==> src/rtl/ctr_pkg.sv <==
package ctr_pkg;

    localparam int unsigned CTR_W_DEF = 12;

    // Synchronous action selected for the next rising edge
    typedef enum logic [1:0] {
        OP_HOLD = 2'd0,
        OP_STEP = 2'd1,
        OP_LOAD = 2'd2
    } ctr_op_e;

    // Active-high view of the synchronous requests
    typedef struct packed {
        logic load;
        logic step;
    } ctr_req_t;

    function automatic ctr_req_t to_req(input logic load_n, input logic en_n);
        ctr_req_t r;
        r.load = ~load_n;
        r.step = ~en_n;
        return r;
    endfunction

    // Load outranks counting; the enable only matters when no load is pending
    function automatic ctr_op_e rank_op(input ctr_req_t r);
        if (r.load)      return OP_LOAD;
        else if (r.step) return OP_STEP;
        else             return OP_HOLD;
    endfunction

endpackage

==> src/rtl/ctr_op_sel.sv <==
module ctr_op_sel
    import ctr_pkg::*;
(
    input  logic    load_n,
    input  logic    cnt_en_n,
    output ctr_op_e op
);
    ctr_req_t req;

    always_comb begin
        req = to_req(load_n, cnt_en_n);
        op  = rank_op(req);
    end
endmodule

==> src/rtl/ctr_next.sv <==
module ctr_next
    import ctr_pkg::*;
#(
    parameter int unsigned W = CTR_W_DEF
) (
    input  ctr_op_e        op,
    input  logic [W-1:0]   cur,
    input  logic [W-1:0]   data,
    output logic [W-1:0]   nxt
);
    localparam logic [W-1:0] ONE = W'(1);

    logic [W-1:0] inc;

    // Carry out of the top bit is dropped, giving the wrap to zero
    assign inc = cur + ONE;

    always_comb begin
        unique case (op)
            OP_LOAD: nxt = data;
            OP_STEP: nxt = inc;
            default: nxt = cur;
        endcase
    end
endmodule

==> src/rtl/ctr_tc_dec.sv <==
module ctr_tc_dec #(
    parameter int unsigned W = ctr_pkg::CTR_W_DEF
) (
    input  logic [W-1:0] cur,
    output logic         tc
);
    localparam logic [W-1:0] LAST = {W{1'b1}};

    assign tc = (cur == LAST);
endmodule

==> src/rtl/presettable_counter.sv <==
module presettable_counter
    import ctr_pkg::*;
#(
    parameter int unsigned W = CTR_W_DEF
) (
    input  logic         clk,
    input  logic         clr_n,
    input  logic         load_n,
    input  logic [W-1:0] data_in,
    input  logic         cnt_en_n,
    output logic [W-1:0] count,
    output logic         term_cnt
);
    ctr_op_e      op;
    logic [W-1:0] cnt_q;
    logic [W-1:0] cnt_d;

    ctr_op_sel u_sel (
        .load_n   (load_n),
        .cnt_en_n (cnt_en_n),
        .op       (op)
    );

    ctr_next #(.W(W)) u_next (
        .op   (op),
        .cur  (cnt_q),
        .data (data_in),
        .nxt  (cnt_d)
    );

    // Clear acts without the clock and outranks every synchronous action
    always_ff @(posedge clk or negedge clr_n) begin
        if (!clr_n) cnt_q <= '0;
        else        cnt_q <= cnt_d;
    end

    ctr_tc_dec #(.W(W)) u_tc (
        .cur (cnt_q),
        .tc  (term_cnt)
    );

    assign count = cnt_q;
endmodule

==> config.mk <==
export PLATFORM = sky130hd
export DESIGN_NAME = presettable_counter
export DESIGN_NICKNAME = d
export VERILOG_FILES = /design/src/rtl/ctr_pkg.sv /design/src/rtl/ctr_op_sel.sv /design/src/rtl/ctr_next.sv /design/src/rtl/ctr_tc_dec.sv /design/src/rtl/presettable_counter.sv
export SDC_FILE = /design/constraint.sdc
export NUM_CORES = 1
export LEC_CHECK = 0
export BUFFER_PORTS_ARGS = -buffer_cell sky130_fd_sc_hd__buf_2
export CORE_MARGIN = 2
export CORE_UTILIZATION = 35
export CTS_BUF_LIST = sky130_fd_sc_hd__clkbuf_4
export CTS_CLUSTER_SIZE = 8
export DETAILED_ROUTE_END_ITERATION = 10
export PLACE_DENSITY = 0.61
export RECOVER_POWER = 25
export SYNTH_ARGS = -nofsm -noshare
export SYNTH_HDL_FRONTEND = slang
export SYNTH_HIERARCHICAL = 1
export SYNTH_SLANG_ARGS = --single-unit
==> constraint.sdc <==
create_clock -name clk -period 2.2 [get_ports clk]
set_clock_uncertainty 0.05 [all_clocks]
set_input_delay 0.22 -clock clk [delete_from_list [all_inputs] [get_ports clk]]
set_output_delay 0.22 -clock clk [all_outputs]
set_load 0.01 [all_outputs]
==> metrics.csv, run 1 <==
stage,metric,value,unit
cells_and_area,Area Growth Syn to Fin,24.7,%
grt,vias in the first global route,851,
place,pre-CTS setup slack,0.321,ns
cells_and_area,final non-filler cell area,0.00102,mm^2
power,switching part of the total,0.365,
yosys,yosys warns,6,
power,sequential power share,0.500,
worst_setup_path,WP data required,2.36,ns
power,Pwr Total,620,uW
floorplan,row count,17,
power,Peak VDD IR,0.366,mV
clock_network,"Clk Latency, worst-skew pair",0.27,ns
floorplan,IO Count,29,
clock_network,clk root buf,clkbuf_4,
clock_network,H-tree levels,1,
sta,period utilization,0.726,
clock_network,Post-CTS Repair Setup Buffers,0,
yosys,Synth Area per Inst,8.65,um^2
yosys,sequential share of the synthesized area,0.365,
yosys,Syn Inst Count,95,
sta,minimum clock period,1.60,ns
routing,DRT antenna net count,0,
worst_setup_path,Crit-path slowest cell,or4_1,
grt,largest net degree at the start of global routing,17,
hold_path,Min-Delay Path Class,in2reg,
grt,initial antenna violation count,0,
yosys,synthesized cell area,822,um^2
routing,DR pass1 iterations,4,
job,Max-cap violations,0,
cells_and_area,max reg flops,12,
power,Leak Pwr,0.488,nW
power,Gate power share,0.269,
place,gpl congestion,0.813,
sta,measured slew at the worst slew-check pin,0.684,ns
worst_setup_path,CP arrival,1.76,ns
worst_setup_path,Max stage delay on crit path,0.53,ns
sta,"Hold Vio Cnt, Final",0,
floorplan,Initial Util,0.372,
cells_and_area,final net count,146,
sta,final setup fails,0,
sta,Slew Limit Fails,0,
grt,GRT overflow,0,
place,post-place instance area,990,um^2
sta,unrepaired setup endpoints after global routing,no,
routing,via-per-instance ratio,5.44,
floorplan,die width,52.5,um
place,Port Buffer Count,28,
grt,total track usage,0.175,
power,Sw Pwr,226,uW
yosys,Post-synth top flop,dfrtp_1,
routing,Post-route DRC,0,
power,P per Cell Area,605,mW/mm^2
routing,Vias,837,
clock_network,Num Clock Sinks,12,
sta,Setup TNS,0,ns
clock_network,cts repair resizes,0,
clock_network,CTS max path bufs,2,
floorplan,Die H,52.5,um
grt,first-pass GRT wire length,3600,um
sta,WHS,0.128,ns
sta,final worst setup slack,0.604,ns
power,Int Pwr,394,uW
yosys,Netlist cell types,29,
cells_and_area,Antenna diodes,0,
worst_setup_path,Crit Path Category,in2reg,
cells_and_area,layout cells sized above 1,0.286,
clock_network,Worst-path clk slew,0.08,ns
clock_network,total CTS buffers,3,
worst_setup_path,critical path endpoint category,flip-flop,
routing,final WL,2110,um
yosys,register bit total from synthesis,12,
worst_setup_path,crit-path cells,buf_2 -> nor2b_4 -> ha_1 -> inv_2 -> or4_1 -> or2_0 -> nand3_1,
floorplan,die area,0.00275,mm^2
floorplan,core area,0.00221,mm^2
clock_network,# hold bufs at CTS,1,
place,HPWL Detailed,1530,um
yosys,asr flop ratio synth,1.00,
sta,Fmax,626,MHz
worst_setup_path,CP max FO,9,
outcome,status,finished clean,
sta,Max-slew headroom,0.544,
power,Clock Power Share,0.231,
routing,Initial DRC Count,7,
yosys,Post-Syn Nets,114,
routing,Avg WL per Cell,13.7,um
worst_setup_path,Critical Path Source Type,input port,
clock_network,TritonCTS clock tree,built,
yosys,Post-synth EDFFs,0,
-- stage by stage --
stage,std cells,util
finish,154,0.463
global route,154,0.463
CTS,154,0.464
detailed placement,149,0.447
global placement,149,0.447
floorplan,95,-
-- layout by cell type (no fill, tap or decap), types with 4 or more instances in the layout --
master	netlist	layout
a21oi_1	4	4
a22oi_1	7	7
buf_2	0	27
dfrtp_1	12	12
inv_1	6	6
mux2i_1	5	5
nand2_1	9	9
nand3_1	8	8
nand4_1	4	4
nor2_1	7	7
o21ai_0	8	8
-- critical path, delay by kind of cell --
family                     cells  cell delay, ns
adders and majority gates      1            0.36
buffers and inverters          2            0.24
and+or+nand+nor                4            0.95
-- power by group through the flow --
stage / Combinational, mW / Clock, mW / Sequential (mW)
2_1_floorplan: 0.0826 / 0 / 0.317
3_3_place_gp: 0.164 / 0 / 0.314
3_5_place_dp: 0.167 / 0 / 0.314
4_1_cts: 0.169 / 0.147 / 0.310
5_1_grt: 0.189 / 0.162 / 0.320
6_report: 0.167 / 0.143 / 0.310
-- logic make-up (layout without fill, tap and decap cells) --
logic type / count (synthesis) / after routing / synth area share
AO/OA/AOI/OAI: 26 / 26 / 0.201
multiplexers: 5 / 5 / 0.0609
adder cells (fa/ha/maj): 3 / 3 / 0.0457
flip-flops: 12 / 12 / 0.365
buffers and inverters: 10 / 41 / 0.0502
AND/OR/NAND/NOR: 39 / 39 / 0.277
-- layout make-up --
class                   instances  area (um^2)
repair buffers                 30          156
clock inverters                 1         3.75
inverters                       7         26.3
fillers                       250         1190
clock buffers                   3         22.5
well taps                      28         35.0
flip-flops and latches         12          300
multi-input cells              73          480
-- synthesized netlist by cell type, types with 2 or more instances --
cell type | n | area, um^2
mux2i_1 | 5 | 50.1
a21oi_1 | 4 | 20.0
nand3_1 | 8 | 40.0
o22ai_1 | 2 | 12.5
nand4_1 | 4 | 25.0
dfrtp_1 | 12 | 300
ha_1 | 3 | 37.5
inv_1 | 6 | 22.5
nor2_1 | 7 | 26.3
a22oi_1 | 7 | 52.6
or4_1 | 2 | 15.0
o21ai_0 | 8 | 40.0
o31a_1 | 2 | 17.5
nand2_1 | 9 | 33.8
clkbuf_1 | 2 | 7.51
-- path summary, 6_finish.rpt --
check                            end       start  slack [ns]  depth (start not counted)
max                        count[11]      load_n        0.60                          7
min                         count[9]  data_in[9]        0.13                          3
max reg2reg                 count[8]    count[1]        0.62                          5
min reg2reg                count[10]   count[10]        0.57                          2
max in group asynchronous   count[1]       clr_n        1.22                          2
min in group asynchronous   count[8]       clr_n        0.45                          2
-- metal layers --
layer / vias to the layer above / track usage / share of wire
li1: 416 / - / -
met1: 387 / 0.219 / 0.46
met2: 32 / 0.304 / 0.46
met3: 2 / 0.0314 / 0.071
met4: 0 / 0.0513 / 0.0066
met5: - / 0 / 0
Note: power is estimated with default switching activity, not from simulation.
==> run 2, diff against run 1 <==
- PLACE_DENSITY: 0.61 -> 0.63
- clock period: 2.2 -> 1.4 ns (I/O delays scaled with it)
==> run 2 against run 1 <==
Against the previous run: the run now ends with negative setup slack left; count of clock-buffer cells in the layout grew 1; critical path type is now reg2out; sequential share of layout area decreased by 4.7 points; largest power group unchanged; largest cell class unchanged; register-to-register slack got worse by 0.61 ns; critical path depth down 3; non-clock buffer count grew 22; die area unchanged; clock power grew 78%; final area is 22% higher; final cell count is 14% higher; global-route usage up 1.5 points; via count is 11% higher; utilization is 10 points higher.
==> metrics.csv, run 2 (synthesized netlist as in run 1, its figures left out) <==
stage,metric,value,unit,change
grt,total track usage,0.190,,+0.0153
worst_setup_path,"CP delay by family, top",flip-flops,,
cells_and_area,Antenna diodes,0,,unchanged
worst_setup_path,R2R Path Start,count[1],,
worst_setup_path,"reg-to-reg slack, setup",0.01,ns,-0.61 ns
cells_and_area,Area Growth Syn to Fin,52.7,%,
cells_and_area,max reg flops,12,,unchanged
cells_and_area,most frequent cells in the layout,"buf_2 (27), buf_4 (19), nand2_1 (9)",,
routing,Avg WL per Cell,13.4,um,-2.3%
clock_network,clk root buf,clkbuf_4,,
power,Gate power share,0.381,,+0.112
worst_setup_path,critical path endpoint category,output pin,,
grt,first-pass GRT wire length,3890,um,+8.1%
worst_setup_path,reg2reg path depth,5,,unchanged
clock_network,Num Clock Sinks,12,,unchanged
sta,period utilization,1.00,,
power,sequential power share,0.397,,-0.103
clock_network,Worst-path clk slew,0.08,ns,about the same
clock_network,H-tree levels,1,,unchanged
worst_setup_path,CP arrival,1.22,ns,-0.54 ns
worst_setup_path,CP max FO,4,,-5
hold_path,Hold Crit Endpoint,count[7],,
sta,unrepaired setup endpoints after global routing,yes,,
routing,Post-route DRC,0,,unchanged
routing,Initial DRC Count,22,,+15
place,post-place instance area,0.00116,mm^2,+18%
cells_and_area,final non-filler cell area,0.00125,mm^2,+22%
worst_setup_path,Crit path buffers/inverters,2,,unchanged
power,Peak VDD IR,0.663,mV,+81%
power,Sw Pwr,391,uW,+73%
worst_setup_path,crit-path cells,buf_6 -> nand4_1 -> nor3_2 -> buf_2,,
hold_path,hold depth,3,,unchanged
routing,DR pass1 iterations,4,,unchanged
outcome,violated checks,negative setup slack,,
sta,final worst setup slack,-0.00603,ns,-0.610 ns
routing,final WL,2360,um,+12%
floorplan,Initial Util,0.372,,unchanged
power,Leak Pwr,0.594,nW,+22%
sta,Setup TNS,-0.00603,ns,-0.00603 ns
floorplan,die area,0.00275,mm^2,unchanged
cells_and_area,layout cells sized above 1,0.493,,+0.208
worst_setup_path,WP data required,1.21,ns,-1.15 ns
power,P per Cell Area,913,mW/mm^2,+51%
hold_path,Min-Delay Path Class,in2reg,,
routing,DRT antenna net count,0,,unchanged
worst_setup_path,Crit Path Category,reg2out,,
clock_network,CTS max path bufs,2,,unchanged
cells_and_area,"leading cell type in the layout, fill and taps excluded",buf_2,,
worst_setup_path,Crit-path slowest cell,dfrtp_2,,
power,Int Pwr,754,uW,+91%
place,gpl congestion,0.775,,-4.6%
clock_network,"Clk Latency, worst-skew pair",0.27,ns,about the same
worst_setup_path,Max stage delay on crit path,0.39,ns,-0.14 ns
grt,vias in the first global route,896,,+5.3%
sta,minimum clock period,1.41,ns,
clock_network,total CTS buffers,3,,unchanged
floorplan,IO Count,29,,unchanged
place,HPWL Detailed,1780,um,+16%
grt,GRT overflow,0,,unchanged
routing,Vias,929,,+11%
sta,Slew Limit Fails,0,,unchanged
job,Max-cap violations,0,,unchanged
power,Clock Power Share,0.222,,-0.009
clock_network,TritonCTS clock tree,built,,
floorplan,Die H,52.5,um,unchanged
sta,"Hold Vio Cnt, Final",0,,unchanged
power,switching part of the total,0.341,,-0.0233
sta,final setup fails,1,,+1
place,Port Buffer Count,28,,unchanged
sta,Max-slew headroom,0.522,,-0.0223
sta,Fmax,711,MHz,
outcome,status,finished with violations,,
floorplan,row count,17,,unchanged
grt,initial antenna violation count,0,,unchanged
routing,via-per-instance ratio,5.28,,-2.9%
grt,largest net degree at the start of global routing,13,,-4
sta,measured slew at the worst slew-check pin,0.718,ns,+0.0335 ns
worst_setup_path,Critical Path Source Type,flip-flop,,
sta,WHS,0.0435,ns,-0.0847 ns
floorplan,core area,0.00221,mm^2,unchanged
cells_and_area,final net count,168,,+15%
hold_path,Hold Crit Start,data_in[7],,
floorplan,die width,52.5,um,unchanged
worst_setup_path,worst r2r dst,count[4],,
## run 2: timing repair
item / 4_1_cts / 5_1_grt
setup endpoints to repair: 4 / 9
endpoints found under the hold margin: 12 / 0
buffers inserted: 0 / 2
cloned: 0 / 0
pin swaps: 0 / 2
resized for setup: 5 / 6
hold buffers: 1 / 0
## run 2: final cells by class
class	count	area, um^2
Fill cell	224	957
Timing Repair Buffer	52	337
Inverter	7	28.8
Tap cell	28	35.0
Clock buffer	4	30.0
Sequential cell	12	309
Multi-Input combinational cell	73	515
## run 2: tightest hold or removal path, stage by stage
cell and delay [ns]:
buf_2 0.08, a22oi_1 0.05, o21ai_0 0.06
## run 2: stage by stage
step           setup WS (ns)  total power [mW]  std cells  utilization
5_1_grt              -0.0711              1.22        176        0.567
4_1_cts             -0.00796              1.13        174        0.553
2_1_floorplan        -0.0498             0.641         95            -
3_5_place_dp          -0.173             0.861        169        0.527
6_report            -0.00603              1.15        176        0.567
3_3_place_gp          -0.129             0.850        169        0.527
## run 2: routing by layer
| layer | vias to the layer above | wire [um] | GRT usage | part of all wire |
|---|---|---|---|---|
| met5 | - | 0 | 0 | 0 |
| met4 | 0 | 19 | 0.0897 | 0.0081 |
| met3 | 2 | 76 | 0.0314 | 0.032 |
| met2 | 15 | 1150 | 0.304 | 0.49 |
| met1 | 452 | 1110 | 0.248 | 0.47 |
| li1 | 460 | - | - | - |
## run 2: power groups by stage
stage / Combinational, mW / Clock (mW) / Sequential [mW]
floorplan: 0.138 / 0 / 0.504
global placement: 0.394 / 0 / 0.455
detailed placement: 0.404 / 0 / 0.456
CTS: 0.416 / 0.261 / 0.454
global route: 0.483 / 0.275 / 0.462
finish: 0.437 / 0.254 / 0.455
## run 2: worst max path at each step
stage,startpoint,endpoint,slack (ns),cells past startpoint
2_1_floorplan,load_n,count[11],-0.05,7
3_3_place_gp,load_n,count[11],-0.13,7
3_5_place_dp,load_n,count[11],-0.17,7
4_1_cts,count[4],term_cnt,-0.008,4
5_1_grt,count[0],count[11],-0.07,5
6_report,count[2],term_cnt,-0.006,4
